### src/rtl/bra_pkg.sv
package bra_pkg;
  localparam int NCLS  = 4;
  localparam int PCT_W = 7;

  typedef enum logic [1:0] {
    CLS_RD    = 2'd0,
    CLS_FILL  = 2'd1,
    CLS_PFILL = 2'd2,
    CLS_WB    = 2'd3
  } req_cls_e;

  // Priority level of a class; smaller is more critical.
  function automatic logic [1:0] cls_level(input logic [1:0] cls, input logic shared);
    if (shared && cls != 2'd0) return cls - 2'd1;
    return cls;
  endfunction

  function automatic int max_of(input int a, input int b);
    return (a > b) ? a : b;
  endfunction
endpackage

### src/rtl/bra_lat_sel.sv
module bra_lat_sel #(
  parameter int RD_LAT   = 12,
  parameter int WR_LAT_A = 20,
  parameter int WR_LAT_B = 48,
  parameter int WR_LAT_C = 128,
  parameter int CNT_W    = 8
) (
  input  logic [1:0]       cls,
  input  logic [1:0]       wr_sel,
  output logic [CNT_W-1:0] lat
);
  always_comb begin
    if (cls == bra_pkg::CLS_RD) begin
      lat = CNT_W'(RD_LAT);
    end else begin
      case (wr_sel)
        2'd0:    lat = CNT_W'(WR_LAT_A);
        2'd1:    lat = CNT_W'(WR_LAT_B);
        default: lat = CNT_W'(WR_LAT_C);
      endcase
    end
  end
endmodule

### src/rtl/bra_pick.sv
module bra_pick (
  input  logic [3:0] valid,
  input  logic       shared,
  input  logic       fill_first,
  output logic       any,
  output logic [1:0] win
);
  always_comb begin
    any = |valid;
    win = 2'd0;
    if (shared && valid[0] && valid[1]) begin
      win = fill_first ? 2'd1 : 2'd0;
    end else begin
      for (int c = 3; c >= 0; c--) begin
        if (valid[c]) win = 2'(c);
      end
    end
  end
endmodule

### src/rtl/bra_preempt.sv
module bra_preempt #(
  parameter int                  CNT_W   = 8,
  parameter int                  PCT_W   = 7,
  parameter logic [4*PCT_W-1:0]  THR_VEC = '0
) (
  input  logic             busy,
  input  logic             shared,
  input  logic [3:0]       valid,
  input  logic [1:0]       cur,
  input  logic [CNT_W-1:0] elapsed,
  input  logic [CNT_W-1:0] total,
  output logic             preempt
);
  localparam int PW = CNT_W + PCT_W;

  logic [3:0]       higher;
  logic [PCT_W-1:0] thr;
  logic [PW-1:0]    done_scaled;
  logic [PW-1:0]    limit_scaled;

  for (genvar c = 0; c < 4; c++) begin : g_hi
    assign higher[c] = valid[c] &&
      (bra_pkg::cls_level(2'(c), shared) < bra_pkg::cls_level(cur, shared));
  end

  assign thr          = THR_VEC[cur*PCT_W +: PCT_W];
  assign done_scaled  = PW'(elapsed) * PW'(100);
  assign limit_scaled = PW'(thr) * PW'(total);
  assign preempt      = busy && (|higher) && (done_scaled < limit_scaled);
endmodule

### src/rtl/bank_req_arbiter.sv
module bank_req_arbiter #(
  parameter int                  RD_LAT    = 12,
  parameter int                  WR_LAT_A  = 20,
  parameter int                  WR_LAT_B  = 48,
  parameter int                  WR_LAT_C  = 128,
  parameter logic [bra_pkg::PCT_W-1:0] THR_FILL  = 7'd25,
  parameter logic [bra_pkg::PCT_W-1:0] THR_PFILL = 7'd60,
  parameter logic [bra_pkg::PCT_W-1:0] THR_WB    = 7'd100,
  localparam int CNT_W = $clog2(bra_pkg::max_of(bra_pkg::max_of(RD_LAT, WR_LAT_A),
                                 bra_pkg::max_of(WR_LAT_B, WR_LAT_C)) + 1)
) (
  input  logic             clk,
  input  logic             rst,
  input  logic             cfg_shared_top,
  input  logic [1:0]       cfg_wr_lat,
  input  logic [3:0]       req_valid,
  output logic [3:0]       req_ready,
  output logic [3:0]       req_abort,
  output logic             bank_busy,
  output logic [1:0]       bank_class,
  output logic [CNT_W-1:0] bank_elapsed
);
  localparam int PCT_W = bra_pkg::PCT_W;
  localparam logic [4*PCT_W-1:0] THR_VEC = {THR_WB, THR_PFILL, THR_FILL, {PCT_W{1'b0}}};

  logic             any_req;
  logic [1:0]       win;
  logic [CNT_W-1:0] win_lat;
  logic [CNT_W-1:0] total_q;
  logic             fill_first_q;
  logic             preempt;

  bra_pick u_pick (
    .valid      (req_valid),
    .shared     (cfg_shared_top),
    .fill_first (fill_first_q),
    .any        (any_req),
    .win        (win)
  );

  bra_lat_sel #(
    .RD_LAT(RD_LAT), .WR_LAT_A(WR_LAT_A), .WR_LAT_B(WR_LAT_B),
    .WR_LAT_C(WR_LAT_C), .CNT_W(CNT_W)
  ) u_lat (
    .cls    (win),
    .wr_sel (cfg_wr_lat),
    .lat    (win_lat)
  );

  bra_preempt #(.CNT_W(CNT_W), .PCT_W(PCT_W), .THR_VEC(THR_VEC)) u_pre (
    .busy    (bank_busy),
    .shared  (cfg_shared_top),
    .valid   (req_valid),
    .cur     (bank_class),
    .elapsed (bank_elapsed),
    .total   (total_q),
    .preempt (preempt)
  );

  always_ff @(posedge clk) begin
    if (rst) begin
      bank_busy    <= 1'b0;
      bank_class   <= 2'd0;
      bank_elapsed <= '0;
      total_q      <= '0;
      fill_first_q <= 1'b0;
      req_ready    <= '0;
      req_abort    <= '0;
    end else begin
      req_ready <= '0;
      req_abort <= '0;
      if (!bank_busy) begin
        if (any_req) begin
          bank_busy       <= 1'b1;
          bank_class      <= win;
          bank_elapsed    <= '0;
          total_q         <= win_lat;
          req_ready[win]  <= 1'b1;
          if (win == 2'd0) fill_first_q <= 1'b1;
          if (win == 2'd1) fill_first_q <= 1'b0;
        end
      end else if (preempt) begin
        bank_busy             <= 1'b0;
        bank_elapsed          <= '0;
        req_abort[bank_class] <= 1'b1;
      end else if (bank_elapsed == total_q - CNT_W'(1)) begin
        bank_busy    <= 1'b0;
        bank_elapsed <= '0;
      end else begin
        bank_elapsed <= bank_elapsed + CNT_W'(1);
      end
    end
  end
endmodule

### config.mk
export PLATFORM = sky130hd
export DESIGN_NAME = bank_req_arbiter
export DESIGN_NICKNAME = d
export VERILOG_FILES = /design/src/rtl/bra_pkg.sv /design/src/rtl/bra_lat_sel.sv /design/src/rtl/bra_pick.sv /design/src/rtl/bra_preempt.sv /design/src/rtl/bank_req_arbiter.sv
export SDC_FILE = /design/constraint.sdc
export NUM_CORES = 1
export LEC_CHECK = 0
export ABC_CLOCK_PERIOD_IN_PS = 9400
export BUFFER_PORTS_ARGS = -buffer_cell sky130_fd_sc_hd__buf_2
export CAP_MARGIN = 20
export CORE_UTILIZATION = 65
export DETAILED_ROUTE_END_ITERATION = 6
export HOLD_SLACK_MARGIN = 0.06
export PLACE_DENSITY = 0.86
export SLEW_MARGIN = 40
export SYNTH_ARGS = -nofsm -noshare
export SYNTH_HDL_FRONTEND = slang
export SYNTH_SLANG_ARGS = --single-unit
### constraint.sdc
create_clock -name clk -period 9.4 [get_ports clk]
set_input_delay 1.88 -clock clk [delete_from_list [all_inputs] [get_ports clk]]
set_output_delay 1.88 -clock clk [all_outputs]
set_load 0.05 [all_outputs]
==> results of run 1 <==
[metal layers]
layer	part of all wire, %	wire length, um
met1	44	2740
met2	49	3050
met3	5.3	325
met4	0.92	57
met5	0	0
[final cells by class]
| type | count | area (um2) | area share, % |
|---|---|---|---|
| timing repair buffer | 27 | 135 | 4.06 |
| clock buffer | 3 | 41.3 | 1.24 |
| inverter | 48 | 180 | 5.42 |
| clock inverter | 1 | 7.51 | 0.226 |
| multi-input combinational | 290 | 2400 | 72.0 |
| tap | 52 | 65.1 | 1.96 |
| sequential | 25 | 500 | 15.0 |
[cell families after synthesis]
family,after synthesis,synth area share [%]
simple gates,117,18.3
buf+inv,56,8.17
flops,25,15.9
compound gates,62,13.4
xor+xnor,22,6.11
mux,3,0.952
fa+ha+maj,86,37.2
[power by group through the flow]
| stage | logic, W | clock network [W] | registers, W |
|---|---|---|---|
| 2_1_floorplan | 0.0000605 | 0 | 0.000128 |
| 3_3_place_gp | 0.0000815 | 0 | 0.000122 |
| 3_5_place_dp | 0.0000838 | 0 | 0.000122 |
| 4_1_cts | 0.0000844 | 0.0000658 | 0.000119 |
| 5_1_grt | 0.0000940 | 0.0000705 | 0.000121 |
| 6_report | 0.0000841 | 0.0000651 | 0.000119 |
[worst min path at each step]
stage	cells after the start	slack (ps)	end
after CTS	2	490	fill_first_q
final	2	490	fill_first_q
after global placement	2	470	fill_first_q
after global routing	2	550	fill_first_q
after detailed placement	2	470	fill_first_q
after floorplan	2	450	fill_first_q
[cells in the mapped netlist (2+ instances only)]
master     n  area share, %
ha_1      73             29
inv_1     48            5.7
nand2_1   37            4.4
nor2_1    28            3.3
dfxtp_1   25             16
a21oi_1   23            3.6
fa_1      13            8.3
and2_1    12            2.4
xor2_1    12            3.3
nand3_1   11            1.7
xnor2_1   10            2.8
o21ai_0    9            1.4
nand2b_1   6            1.2
a21o_1     5            1.2
a31oi_1    5           0.99
buf_6      4            1.4
nor2b_1    4           0.79
mux2i_1    3           0.95
nand4_1    3           0.60
nor3_1     3           0.48
o21a_1     3           0.71
o21bai_1   3           0.71
a22oi_1    2           0.48
and3b_1    2           0.56
[worst reg2reg max path: stages, from the launching register on]
cell and delay (ps):
dfxtp_1 510, inv_1 150, ha_1 400, nand2_1 110
fa_1 480, fa_1 510, inv_1 50, fa_1 480
ha_1 300, ha_1 340, nand2b_1 110, o21bai_1 70
a21oi_1 220, o21ai_0 160, o41ai_1 350, xnor2_1 150
ha_1 330, nand4_1 100, a21oi_1 40, a221o_1 410
o311a_4 200, a22oi_4 210, nor2_2 40
[registers in the layout, summed over array words and instances, names as in the netlist]
name          cells
bank_busy         1
bank_class        2
bank_elapsed      8
fill_first_q      1
req_abort         4
req_ready         4
total_q           5
[per-stage QoR]
stage	setup WS [ps]	total power [W]	cell area, um2
after global placement	3760	0.000203	3280
after floorplan	3520	0.000189	3150
after CTS	3580	0.000270	3330
after global routing	3180	0.000285	3330
final	3570	0.000269	3330
after detailed placement	3590	0.000206	3280
==> impl_metrics.json, run 1 <==
{
  "status": "finished, final reports clean",
  "clock_power_share_pct": 24.2,
  "vias": 2573,
  "clock-sinks": 25,
  "seq_area_frac_synth_pct": 15.9,
  "grt_pass1_vias": 2570,
  "crit_arrival_ps": 5990,
  "cp_max_fo": 13,
  "postLayoutCoreUtil_pct": 73.8,
  "period_share_pct": 62.0,
  "root_buffer": "clkbuf_8",
  "hold_class": "reg -> reg",
  "grt_max_degree": 22,
  "n_antenna_cell": 0,
  "r2r_start": "bank_class[1]",
  "ctsHoldBuffers": 0,
  "combPwrFrac_pct": 31.3,
  "drv_cap": 0,
  "critPathTopFamily": "adder cells",
  "netlist_instances": 371,
  "area_delta_synth_final_pct": 5.43,
  "clock_skew_ps": 3.83,
  "clkLatencyLatePin_ps": 270,
  "cts_tree": "yes",
  "async_flop_share_pct": 0,
  "relSlewSlack_pct": 57.6,
  "cts-htree-levels": 1,
  "core_area_um2": 4500,
  "grt_use_met3_pct": 2.95,
  "r2r_setup_slack_ps": 3570,
  "antenna_left": 0,
  "ys_ff_latch": 25,
  "crit_required_ps": 9560,
  "syn_avg_cell_area_um2": 8.50,
  "drc": 0,
  "final_cells": 446,
  "cp.depth": 22,
  "cp_slowest_stage_delay_ps": 510,
  "power.internal_w": 0.000174,
  "path_buf_inv": 2,
  "use_met1_pct": 31.4,
  "cts_setup_buffers": 0,
  "wire_per_inst_um": 13.8,
  "fmax_mhz": 171,
  "crit_start": "bank_class[1]",
  "die_h_um": 71.7,
  "hold_viol_final": 0,
  "p_leak_nw": 1.90,
  "switching_share_pct": 35.3,
  "num_io_pins": 28,
  "r2r_end": "bank_elapsed[1]",
  "cts_resized": 0,
  "drt_iter0_markers": 202,
  "busiest_layer": "met2",
  "final.setup.tns_ps": 0,
  "hp-start": "fill_first_q",
  "overflow": 0,
  "worst_pin_slew_ps": 634,
  "reg2reg_depth": 22,
  "nFillCells": 341,
  "syn_area_um2": 3150,
  "clock_path_buffers": 2,
  "dieArea_um2": 5140,
  "die_w_um": 71.7,
  "seqPwrFrac_pct": 44.5,
  "endpoint_kind": "flip-flop",
  "power_per_cell_area_nw_per_um2": 80.8,
  "worstPathCellList": "inv_1, ha_1, nand2_1, fa_1, fa_1, inv_1, fa_1, ha_1, ha_1, nand2b_1, o21bai_1, a21oi_1, o21ai_0, o41ai_1, xnor2_1, ha_1, nand4_1, a21oi_1, a221o_1, o311a_4, a22oi_4, nor2_2",
  "synth_flop_cell": "dfxtp_1",
  "rsz0062_at_grt": "false",
  "initial_core_util_pct": 70.0,
  "grtUsageTotal_pct": 25.5,
  "viasPerCell": 5.77,
  "drv_slew": 0,
  "setup_violations": 0,
  "port_buffers": 27,
  "min_period_ps": 5830,
  "p_switching_w": 0.0000948,
  "fp-row-count": 24,
  "fin_nets": 490,
  "path_class": "reg -> reg",
  "place_inst": 442,
  "synth_fp_nets": 466,
  "crit_end": "bank_elapsed[1]",
  "grt_pass1_wl_um": 10600,
  "gp_congestion": 0.828,
  "synth_cell_types": 51,
  "grt_antenna_before_repair": 0,
  "cpMaxStageDelayCell": "dfxtp_1",
  "first_pass_iters": 4,
  "cts_buffers": 3,
  "worst_hold_slack_ps": 489,
  "wl_um": 6180,
  "drive_gt1_share_pct": 9.90,
  "cp_common_cell": "ha_1",
  "crit_path_start_kind": "flip-flop",
  "place_hpwl_um": 5150,
  "path_clk_slew_ps": 90,
  "vdd_drop_max_v": 0.0000801,
  "final_common_cell": "ha_1",
  "final_cell_mix": "ha_1 (73), inv_1 (48), nand2_1 (37)",
  "yosysWarnings": 0,
  "synth_edf_count": 0,
  "met2_usage_pct": 48.0
}
Power figures use the tool's default switching activity.
==> run 2: changes to the inputs <==
Settings changed: ABC_CLOCK_PERIOD_IN_PS 9400 to 5300, CORE_UTILIZATION 65 to 55, PLACE_DENSITY 0.86 to 0.77.
Clock period 9.4 ns to 5.3 ns, I/O delays scaled along.
==> run 2 against run 1 <==
Against the previous run: utilization down 9.1 points; highest routed layer unchanged; register-to-register slack worse by 3500 ps; sequential share of layout area shrank 0.81 points; cell area rose by 7.3%; clock-buffer cell count unchanged; critical endpoint unchanged; largest power group unchanged.
==> impl_metrics.json, run 2 (synthesized netlist as in run 1, its figures left out) <==
{
  "crit_path_start_kind": "flip-flop",
  "relSlewSlack_pct": 58.9,
  "p_leak_nw": 1.99,
  "switching_share_pct": 35.8,
  "wire_per_inst_um": 13.6,
  "port_buffers": 27,
  "largest_reg_flops": 8,
  "cts-htree-levels": 1,
  "gp_congestion": 0.852,
  "vdd_drop_max_v": 0.000100,
  "p_total_w": 0.000506,
  "r2r_start": "bank_class[0]",
  "endpoint_kind": "flip-flop",
  "cp_slowest_stage_delay_ps": 570,
  "root_buffer": "clkbuf_8",
  "grt_pass1_wl_um": 11100,
  "crit_arrival_ps": 5400,
  "crit_start": "bank_class[0]",
  "num_io_pins": 28,
  "first_pass_iters": 4,
  "final_cell_mix": "ha_1 (69), inv_1 (45), nand2_1 (35)",
  "power_per_cell_area_nw_per_um2": 142,
  "worst_pin_slew_ps": 611,
  "path_clk_slew_ps": 90,
  "vias": 2602,
  "top_regs": "bank_elapsed (8), total_q (5)",
  "combPwrFrac_pct": 36.0,
  "clock_power_share_pct": 22.9,
  "grt_pass1_vias": 2469,
  "place_hpwl_um": 5190,
  "area_delta_synth_final_pct": 13.1,
  "cp_max_fo": 7,
  "power.internal_w": 0.000325,
  "viasPerCell": 5.43,
  "period_share_pct": 98.7,
  "seq_area_um2": 508,
  "core_area_um2": 5510,
  "die_w_um": 77.7,
  "worstPathCellList": "inv_4, ha_4, nand2_4, fa_1, fa_1, inv_2, fa_1, ha_4, ha_4, and3b_1, o21a_1, o21a_1, o21ai_1, nand2b_1, a21oi_2, xor2_1, ha_1, nand4_1, a21oi_1, a221o_1, o311a_4, a22oi_4, nor2_2",
  "grtUsageTotal_pct": 22.8,
  "drive_gt1_share_pct": 17.2,
  "hold_viol_final": 0,
  "dieArea_um2": 6040,
  "clkLatencyLatePin_ps": 270,
  "setup_violations": 0,
  "fp-row-count": 27,
  "ctsHoldBuffers": 0,
  "min_period_ps": 5230,
  "clock_path_buffers": 2,
  "final_common_cell": "ha_1",
  "rsz0062_at_grt": "true",
  "nFillCells": 467,
  "die_h_um": 77.7,
  "dpl_cell_area_um2": 3390,
  "path_class": "reg -> reg",
  "drv_cap": 0,
  "crit_required_ps": 5460,
  "multi_input_area_um2": 2510,
  "top_register": "bank_elapsed",
  "fmax_mhz": 191,
  "grt_max_degree": 22,
  "clock_skew_ps": 8.39,
  "status": "finished, final reports clean",
  "final.setup.tns_ps": 0,
  "cts_tree": "yes",
  "cpMaxStageDelayCell": "fa_1",
  "clock-sinks": 25,
  "grt_antenna_before_repair": 0,
  "fin_area_um2": 3570,
  "seqPwrFrac_pct": 41.1,
  "antenna_left": 0,
  "n_antenna_cell": 0,
  "drc": 0,
  "hp-start": "fill_first_q",
  "initial_core_util_pct": 57.3,
  "drt_iter0_markers": 73,
  "overflow": 0,
  "wl_um": 6540,
  "hold_class": "reg -> reg",
  "cts_buffers": 3,
  "p_switching_w": 0.000181,
  "drv_slew": 0,
  "fin_nets": 503
}
-- run 2: changes by cell type in the layout (fill, tap and decap cells not counted), sizes merged --
cell,delta
buf,+12
o311a,+1
clkinvlp,-1
clkinv,+1
-- run 2: worst max-delay path, delay by kind of cell, from the launching register on --
family,cells,cell delay [ps]
XOR/XNOR,1,200
adder cells (fa/ha/maj),7,2540
AND/OR/NAND/NOR,5,450
buffers and inverters,2,80
flip-flops,1,380
AO/OA/AOI/OAI,8,1450
-- run 2: power by group through the flow --
stage          Clock, W  Combinational, W  Sequential [W]
2_1_floorplan         0          0.000111        0.000228
3_3_place_gp          0          0.000159        0.000212
3_5_place_dp          0          0.000162        0.000213
4_1_cts        0.000119          0.000175        0.000207
5_1_grt        0.000128          0.000201        0.000209
6_report       0.000116          0.000182        0.000208
-- run 2: path summary, 6_finish.rpt --
path | end | slack, ps | cells past startpoint
setup / recovery | bank_elapsed[1] | 70 | 23
hold / removal | fill_first_q | 490 | 2
setup reg to reg | bank_elapsed[1] | 70 | 23
hold reg to reg | fill_first_q | 490 | 2
-- run 2: area by class of cell --
type / instances / share of cell area (%)
multi-input cells: 291 / 70.4
flip-flops and latches: 25 / 14.2
repair buffers: 39 / 6.31
inverters: 48 / 5.19
well taps: 72 / 2.53
clock buffers: 3 / 1.16
clock inverters: 1 / 0.140
-- run 2: what timing repair did --
action | in CTS | in global routing
pin swaps | 9 | 10
gates cloned | 1 | 0
endpoints found under the setup margin | 13 | 13
resized for setup | 4 | 14
hold endpoints to repair | 0 | 0
setup buffers | 5 | 1
-- run 2: stage by stage --
step	std cells	setup WS (ps)	hold WS (ps)	utilization, %
CTS	478	14.4	489	63.5
global placement	468	43.7	470	61.5
floorplan	371	38.5	454	-
global route	479	-131	522	64.8
detailed placement	468	-128	476	61.5
finish	479	66.8	494	64.8
-- run 2: per-layer routing --
layer	up-vias	track usage, %	part of all wire, %
li1	1337	-	-
met3	4	3.53	3.7
met5	-	0	0
met4	0	3.77	0.52
met1	1210	29.8	46
met2	51	39.9	50
